## src/rtl/boot_mbox_pkg.sv

```systemverilog
package boot_mbox_pkg;

    localparam int NUM_REGS = 7;
    localparam int IDX_W    = 3;

    typedef enum logic [IDX_W-1:0] {
        IDX_IMAGE  = 3'd0,
        IDX_STAGE1 = 3'd1,
        IDX_CMD    = 3'd2,
        IDX_STAGE2 = 3'd3,
        IDX_META   = 3'd4,
        IDX_CSTART = 3'd5,
        IDX_CLEN   = 3'd6
    } reg_idx_e;

    typedef enum logic {
        CHAN_STAGE1 = 1'b0,
        CHAN_STAGE2 = 1'b1
    } chan_e;

    typedef enum logic {
        WAIT_IDLE = 1'b0,
        WAIT_BUSY = 1'b1
    } wait_state_e;

    typedef struct packed {
        logic matched;
        logic error;
        logic timed_out;
    } outcome_t;

    localparam int CMD_META_READY = 1;
    localparam int CMD_LOAD_READY = 2;

    localparam int ST1_OK           = 1;
    localparam int ST2_UNLOCKED     = 1;
    localparam int ST2_UNLOCKED_CLR = 2;
    localparam int ST2_META_OK      = 3;
    localparam int ST2_AUTH_DONE    = 4;

    function automatic logic [IDX_W-1:0] chan_index(chan_e c);
        return (c == CHAN_STAGE2) ? IDX_STAGE2 : IDX_STAGE1;
    endfunction

    function automatic logic is_status_index(int i);
        return (i == int'(IDX_STAGE1)) || (i == int'(IDX_STAGE2));
    endfunction

endpackage

```

## src/rtl/bmx_regfile.sv

```systemverilog
module bmx_regfile
    import boot_mbox_pkg::*;
#(
    parameter int DW = 32,
    parameter int AW = 3
) (
    input  logic          clk,
    input  logic          rst,
    input  logic          host_wr,
    input  logic [AW-1:0] host_addr,
    input  logic [DW-1:0] host_wdata,
    output logic [DW-1:0] host_rdata,
    input  logic          rmt_wr,
    input  chan_e         rmt_chan,
    input  logic [DW-1:0] rmt_wdata,
    output logic [DW-1:0] regs_q [NUM_REGS]
);

    localparam int SPAN = 1 << AW;

    logic [IDX_W-1:0] rmt_idx;
    assign rmt_idx = chan_index(rmt_chan);

    for (genvar i = 0; i < NUM_REGS; i++) begin : g_reg
        localparam logic [AW-1:0]    HOST_SEL = AW'(i);
        localparam logic [IDX_W-1:0] RMT_SEL  = IDX_W'(i);
        if (is_status_index(i)) begin : g_status
            always_ff @(posedge clk) begin
                if (rst) begin
                    regs_q[i] <= '0;
                end else if (rmt_wr && rmt_idx == RMT_SEL) begin
                    regs_q[i] <= rmt_wdata;
                end
            end
        end else begin : g_host
            always_ff @(posedge clk) begin
                if (rst) begin
                    regs_q[i] <= '0;
                end else if (host_wr && host_addr == HOST_SEL) begin
                    regs_q[i] <= host_wdata;
                end
            end
        end
    end

    always_comb begin
        host_rdata = '0;
        for (int k = 0; k < NUM_REGS && k < SPAN; k++) begin
            if (host_addr == AW'(k)) begin
                host_rdata = regs_q[k];
            end
        end
    end

    a_r3_host_cannot_touch_stage1: assert property (@(posedge clk) disable iff (rst)
        (host_wr && host_addr == AW'(IDX_STAGE1) && !rmt_wr) |=> $stable(regs_q[IDX_STAGE1]));

    a_r3_host_cannot_touch_stage2: assert property (@(posedge clk) disable iff (rst)
        (host_wr && host_addr == AW'(IDX_STAGE2) && !rmt_wr) |=> $stable(regs_q[IDX_STAGE2]));

    a_r4_remote_stage2_lands: assert property (@(posedge clk) disable iff (rst)
        (rmt_wr && rmt_chan == CHAN_STAGE2) |=> regs_q[IDX_STAGE2] == $past(rmt_wdata));

endmodule

```

## src/rtl/bmx_waiter.sv

```systemverilog
module bmx_waiter
    import boot_mbox_pkg::*;
#(
    parameter int DW = 32,
    parameter int CW = 16
) (
    input  logic          clk,
    input  logic          rst,
    input  logic          start,
    input  chan_e         chan_in,
    input  logic [DW-1:0] expect_in,
    input  logic [CW-1:0] limit_in,
    input  logic [DW-1:0] stage1,
    input  logic [DW-1:0] stage2,
    output logic          busy,
    output logic          done,
    output outcome_t      outcome,
    output logic [DW-1:0] status
);

    localparam int SIGN_BIT = DW - 1;

    wait_state_e   state_q;
    chan_e         chan_q;
    logic [DW-1:0] expect_q;
    logic [CW-1:0] budget_q;

    logic [DW-1:0] seen;
    logic          hit_error;
    logic          hit_match;
    logic          exhausted;

    always_comb begin
        seen      = (chan_q == CHAN_STAGE2) ? stage2 : stage1;
        hit_error = seen[SIGN_BIT];
        hit_match = (expect_q == '0) ? (seen != '0) : (seen == expect_q);
        exhausted = (budget_q == '0);
    end

    always_ff @(posedge clk) begin
        if (rst) begin
            state_q  <= WAIT_IDLE;
            chan_q   <= CHAN_STAGE1;
            expect_q <= '0;
            budget_q <= '0;
            done     <= 1'b0;
            outcome  <= '0;
            status   <= '0;
        end else begin
            done    <= 1'b0;
            outcome <= '0;
            case (state_q)
                WAIT_IDLE: begin
                    if (start) begin
                        state_q  <= WAIT_BUSY;
                        chan_q   <= chan_in;
                        expect_q <= expect_in;
                        budget_q <= limit_in;
                    end
                end
                WAIT_BUSY: begin
                    if (hit_error || hit_match || exhausted) begin
                        state_q           <= WAIT_IDLE;
                        done              <= 1'b1;
                        status            <= seen;
                        outcome.error     <= hit_error;
                        outcome.matched   <= !hit_error && hit_match;
                        outcome.timed_out <= !hit_error && !hit_match;
                    end else begin
                        budget_q <= budget_q - 1'b1;
                    end
                end
                default: state_q <= WAIT_IDLE;
            endcase
        end
    end

    assign busy = (state_q == WAIT_BUSY);

    a_r11_single_outcome: assert property (@(posedge clk) disable iff (rst)
        done |-> $countones({outcome.matched, outcome.error, outcome.timed_out}) == 1);

    a_r11_done_is_pulse: assert property (@(posedge clk) disable iff (rst)
        done |=> !done);

    a_r11_quiet_without_done: assert property (@(posedge clk) disable iff (rst)
        !done |-> outcome == '0);

    a_r6_start_arms: assert property (@(posedge clk) disable iff (rst)
        (start && !busy) |=> busy);

    a_r7_error_is_negative: assert property (@(posedge clk) disable iff (rst)
        (done && outcome.error) |-> status[SIGN_BIT]);

    a_r8_match_nonnegative: assert property (@(posedge clk) disable iff (rst)
        (done && outcome.matched) |-> !status[SIGN_BIT] && status != '0);

endmodule

```

## src/rtl/bmx_remote_view.sv

```systemverilog
module bmx_remote_view
    import boot_mbox_pkg::*;
#(
    parameter int DW = 32
) (
    input  logic [DW-1:0] regs_q [NUM_REGS],
    output logic [DW-1:0] image_addr,
    output logic [DW-1:0] cmd,
    output logic [DW-1:0] meta_addr,
    output logic [DW-1:0] code_start,
    output logic [DW-1:0] code_len,
    output logic          meta_ready,
    output logic          load_ready
);

    assign image_addr = regs_q[IDX_IMAGE];
    assign cmd        = regs_q[IDX_CMD];
    assign meta_addr  = regs_q[IDX_META];
    assign code_start = regs_q[IDX_CSTART];
    assign code_len   = regs_q[IDX_CLEN];
    assign meta_ready = (regs_q[IDX_CMD] == DW'(CMD_META_READY));
    assign load_ready = (regs_q[IDX_CMD] == DW'(CMD_LOAD_READY));

    always_comb begin
        assert (!(meta_ready && load_ready)) else $error("a_r5_flags_exclusive");
    end

endmodule

```

## src/rtl/boot_mailbox.sv

```systemverilog
module boot_mailbox
    import boot_mbox_pkg::*;
#(
    parameter int DW = 32,
    parameter int AW = 3,
    parameter int CW = 16
) (
    input  logic          clk,
    input  logic          rst,
    input  logic          host_wr,
    input  logic [AW-1:0] host_addr,
    input  logic [DW-1:0] host_wdata,
    output logic [DW-1:0] host_rdata,
    input  logic          rmt_wr,
    input  logic          rmt_chan,
    input  logic [DW-1:0] rmt_wdata,
    output logic [DW-1:0] rmt_image_addr,
    output logic [DW-1:0] rmt_cmd,
    output logic [DW-1:0] rmt_meta_addr,
    output logic [DW-1:0] rmt_code_start,
    output logic [DW-1:0] rmt_code_len,
    output logic          rmt_meta_ready,
    output logic          rmt_load_ready,
    input  logic          wait_start,
    input  logic          wait_chan,
    input  logic [DW-1:0] wait_expect,
    input  logic [CW-1:0] wait_limit,
    output logic          wait_busy,
    output logic          wait_done,
    output logic          wait_matched,
    output logic          wait_error,
    output logic          wait_timed_out,
    output logic [DW-1:0] wait_status
);

    logic [DW-1:0] regs_q [NUM_REGS];
    outcome_t      outcome;

    bmx_regfile #(.DW(DW), .AW(AW)) u_regs (
        .clk        (clk),
        .rst        (rst),
        .host_wr    (host_wr),
        .host_addr  (host_addr),
        .host_wdata (host_wdata),
        .host_rdata (host_rdata),
        .rmt_wr     (rmt_wr),
        .rmt_chan   (chan_e'(rmt_chan)),
        .rmt_wdata  (rmt_wdata),
        .regs_q     (regs_q)
    );

    bmx_waiter #(.DW(DW), .CW(CW)) u_wait (
        .clk       (clk),
        .rst       (rst),
        .start     (wait_start),
        .chan_in   (chan_e'(wait_chan)),
        .expect_in (wait_expect),
        .limit_in  (wait_limit),
        .stage1    (regs_q[IDX_STAGE1]),
        .stage2    (regs_q[IDX_STAGE2]),
        .busy      (wait_busy),
        .done      (wait_done),
        .outcome   (outcome),
        .status    (wait_status)
    );

    bmx_remote_view #(.DW(DW)) u_view (
        .regs_q     (regs_q),
        .image_addr (rmt_image_addr),
        .cmd        (rmt_cmd),
        .meta_addr  (rmt_meta_addr),
        .code_start (rmt_code_start),
        .code_len   (rmt_code_len),
        .meta_ready (rmt_meta_ready),
        .load_ready (rmt_load_ready)
    );

    assign wait_matched   = outcome.matched;
    assign wait_error     = outcome.error;
    assign wait_timed_out = outcome.timed_out;

endmodule

```

## config.mk

```make
export PLATFORM = sky130hd
export DESIGN_NAME = boot_mailbox
export DESIGN_NICKNAME = d
export VERILOG_FILES = /design/src/rtl/boot_mbox_pkg.sv /design/src/rtl/bmx_regfile.sv /design/src/rtl/bmx_waiter.sv /design/src/rtl/bmx_remote_view.sv /design/src/rtl/boot_mailbox.sv
export SDC_FILE = /design/constraint.sdc
export NUM_CORES = 1
export LEC_CHECK = 0
export BUFFER_PORTS_ARGS = -buffer_cell sky130_fd_sc_hd__buf_2
export CORE_MARGIN = 4
export CORE_UTILIZATION = 55
export CTS_CLUSTER_SIZE = 14
export DETAILED_ROUTE_END_ITERATION = 7
export HOLD_SLACK_MARGIN = 0.03
export PLACE_DENSITY_LB_ADDON = 0.12
export SYNTH_ARGS = -nofsm -noshare
export SYNTH_HDL_FRONTEND = slang
export SYNTH_SLANG_ARGS = --single-unit
```

## constraint.sdc

```tcl
create_clock -name clk -period 9.4 [get_ports clk]
set_clock_uncertainty 0.05 [all_clocks]
set_input_delay 2.82 -clock clk [delete_from_list [all_inputs] [get_ports clk]]
set_output_delay 2.82 -clock clk [all_outputs]
set_load 0.02 [all_outputs]
```

==> out/metrics.yaml <==
status: "finished clean"
overflow: 0
yosysSeqAreaShare_pct: 40.6
crit_path_top_delay_cell: "nand2b_1"
ys_ff_latch: 310
syn_inst: 1991
r2r_slack_ns: 5.57
dieHeight_um: 175
cpMostUsedCell: "buf_2"
nNetsFinal: 2223
synth_flop_cell: "dfxtp_1"
ctsLongestPathBuffers: 3
avgViaCountPerCell: 5.90
insertion_delay_ns: 0.51
powerDensity_nw_per_um2: 193
rows: 60
grt_first_pass_wirelength_um: 79500
crit_chain: "buf_2 > nand2b_1 > o221ai_1 > o21ai_0 > o211ai_1 > nand2_1 > buf_2"
crit_type: "primary input to primary output"
start_util_pct: 56.3
reg2reg_from: "u_wait.chan_q"
ys_types: 54
peakVddDrop_uv: 170
fmax_mhz: 124
synth_area_per_cell_um2: 7.68
syn-num-nets: 2115
synth_most_common_cell: "nand2_1"
synth.area.top_cells: "dfxtp_1 (41%), nand2_1 (14%), a21oi_1 (11%), buf_4 (7.9%), clkbuf_1 (3.1%)"
power_mw: 3.31
antenna_found_initial: 15
period_share_pct: 85.9
dp.final_hpwl_um: 36900
path_clk_slew_ns: 0.06
drcViolationCount: 0
critPathLaunch: "host_addr[2]"
layout_min_cycle_time_ns: 8.08
required_ns: 6.53
max_cap_violations: 0
htreeDepth: 2
path_delay_family: "simple AND/OR/NAND/NOR gates"
drt-initial-drc-count: 1760
dieWidth_um: 175
finalSetupTns_ns: 0
grt_max_degree: 121
async_flop_share_pct: 0
hp-start: "u_regs.regs_q[28]"
worst_slew_pin_slew_ns: 1.23
relSlewSlack_pct: 17.8
yosysWarnings: 0
critPathMaxFanout: 34
root_buffer: "clkbuf_16"
netlist_top_cells_count: "nand2_1 (580), a21oi_1 (331), dfxtp_1 (310)"
gp_congestion: 0.987
final_cells: 2505
postCtsHoldBufs: 0
die_area_um2: 30500
grtUsageTotal_pct: 32.7
area_growth_syn_to_layout_pct: 11.9
drtPass1Iterations: 5
cts_tree: "yes"
cp-end-kind: "primary output"
port_buffers: 352
rsz0062_at_grt: "no"
postCtsResizedCells: 0
yosys.area.top_type: "dfxtp_1"
final_layout_size_suffix_gt1_share_pct: 22.3
synth-edff-count: 0
ant_nets: 0
vias: 14800
critical_path_buf_inv_count: 2
boundaryPins: 353
cts_buffers: 35
crit_path_max_incr_delay_ns: 0.80
final-hold-violation-count: 0
core_um2: 27200
grt_pass1_vias: 13500
crit_path_start_kind: "primary input"
totalWireLength_um: 53000
post_cts_buffers: 0
arrival_ns: 5.21
hold_path_class: "flip-flop to flip-flop"
synth_area_um2: 15300
wire_per_inst_um: 21.1
cts_num_sinks: 310
dp_cells: 2434
setup_violations: 0
yosysTopAreaCellShare_pct: 40.6
slew_viol_final: 0
leakagePower_nw: 6.87
[worst reg2reg max path, stage by stage, from the launching register on]
cell	delay [ns]
dfxtp_2	0.40
buf_4	0.50
mux2i_2	0.55
xnor2_1	0.12
nor4_1	0.57
and4_1	0.42
a2111oi_4	0.13
nor2_1	0.76
o32ai_1	0.19
[per-stage QoR]
| step | setup slack (ns) | utilization (%) | hold WS, ns | instance area (um^2) |
|---|---|---|---|---|
| after floorplan | 2.03 | - | 0.397 | 15300 |
| after global placement | 1.49 | 58.7 | 0.403 | 16000 |
| after detailed placement | 1.43 | 58.7 | 0.410 | 16000 |
| after CTS | 1.41 | 62.9 | 0.418 | 17100 |
| after global routing | 1.21 | 63.0 | 0.442 | 17100 |
| final | 1.32 | 63.0 | 0.417 | 17100 |
[cell families after synthesis]
logic type,synth area share [%]
AOI/OAI and AO/OA,18.6
muxes,6.28
buffers and inverters,12.0
and+or+nand+nor,20.4
DFF,40.6
adders and majority gates,0.164
xor gates and xnor gates,1.95
[area by class of cell]
class | count | area (um^2)
fill | 2531 | 10100
multi-input combinational | 1365 | 7270
sequential | 310 | 6210
timing repair buffer | 379 | 1980
clock buffer | 53 | 1060
tap | 372 | 465
clock inverter | 7 | 88.8
inverter | 8 | 30.0
antenna | 11 | 27.5
[routing by layer]
metal	track usage, %	part of all wire (%)	vias to the layer above	routed length [um]
li1	-	-	6887	-
met1	44.0	40	6970	21100
met2	52.4	46	782	24500
met3	5.39	9.7	137	5120
met4	13.6	4.1	10	2170
met5	0	0.13	-	71
[sequential cells by signal, indices dropped and copies added (netlist names)]
signal	flops
u_regs.regs_q	224
u_wait.expect_q	32
u_wait.status	32
u_wait.budget_q	16
u_wait.outcome	3
u_wait.busy	1
u_wait.chan_q	1
u_wait.done	1
[where the power goes]
part	switching (mW)	total, mW	internal [mW]
Clock	0.534	1.36	0.828
Combinational	0.332	0.506	0.174
Sequential	0.0661	1.44	1.37
[final timing paths]
kind | end | cells after the start
setup / recovery | host_rdata[13] | 7
hold / removal | u_regs.regs_q[28] | 2
setup reg to reg | u_wait.budget_q[14] | 8
hold reg to reg | u_regs.regs_q[28] | 2
[cell usage in the layout, fill, tap and decap left out, types with 9 or more instances in the layout]
cell and instances:
clkbuf_16 37, nand4_1 9, a21oi_1 331, nand3_1 11, dfxtp_1 309, o21ai_0 52, nor2_1 75, o221ai_1 19
o211ai_1 17, buf_4 29, mux2i_1 46, mux2_2 16, xnor2_1 34, nand2b_1 12, nor4_1 36, mux4_2 13
nand2_1 580, clkbuf_1 9, a311oi_1 32, buf_2 349, o32ai_1 10, diode_2 11
Power figures use the tool's default switching activity.
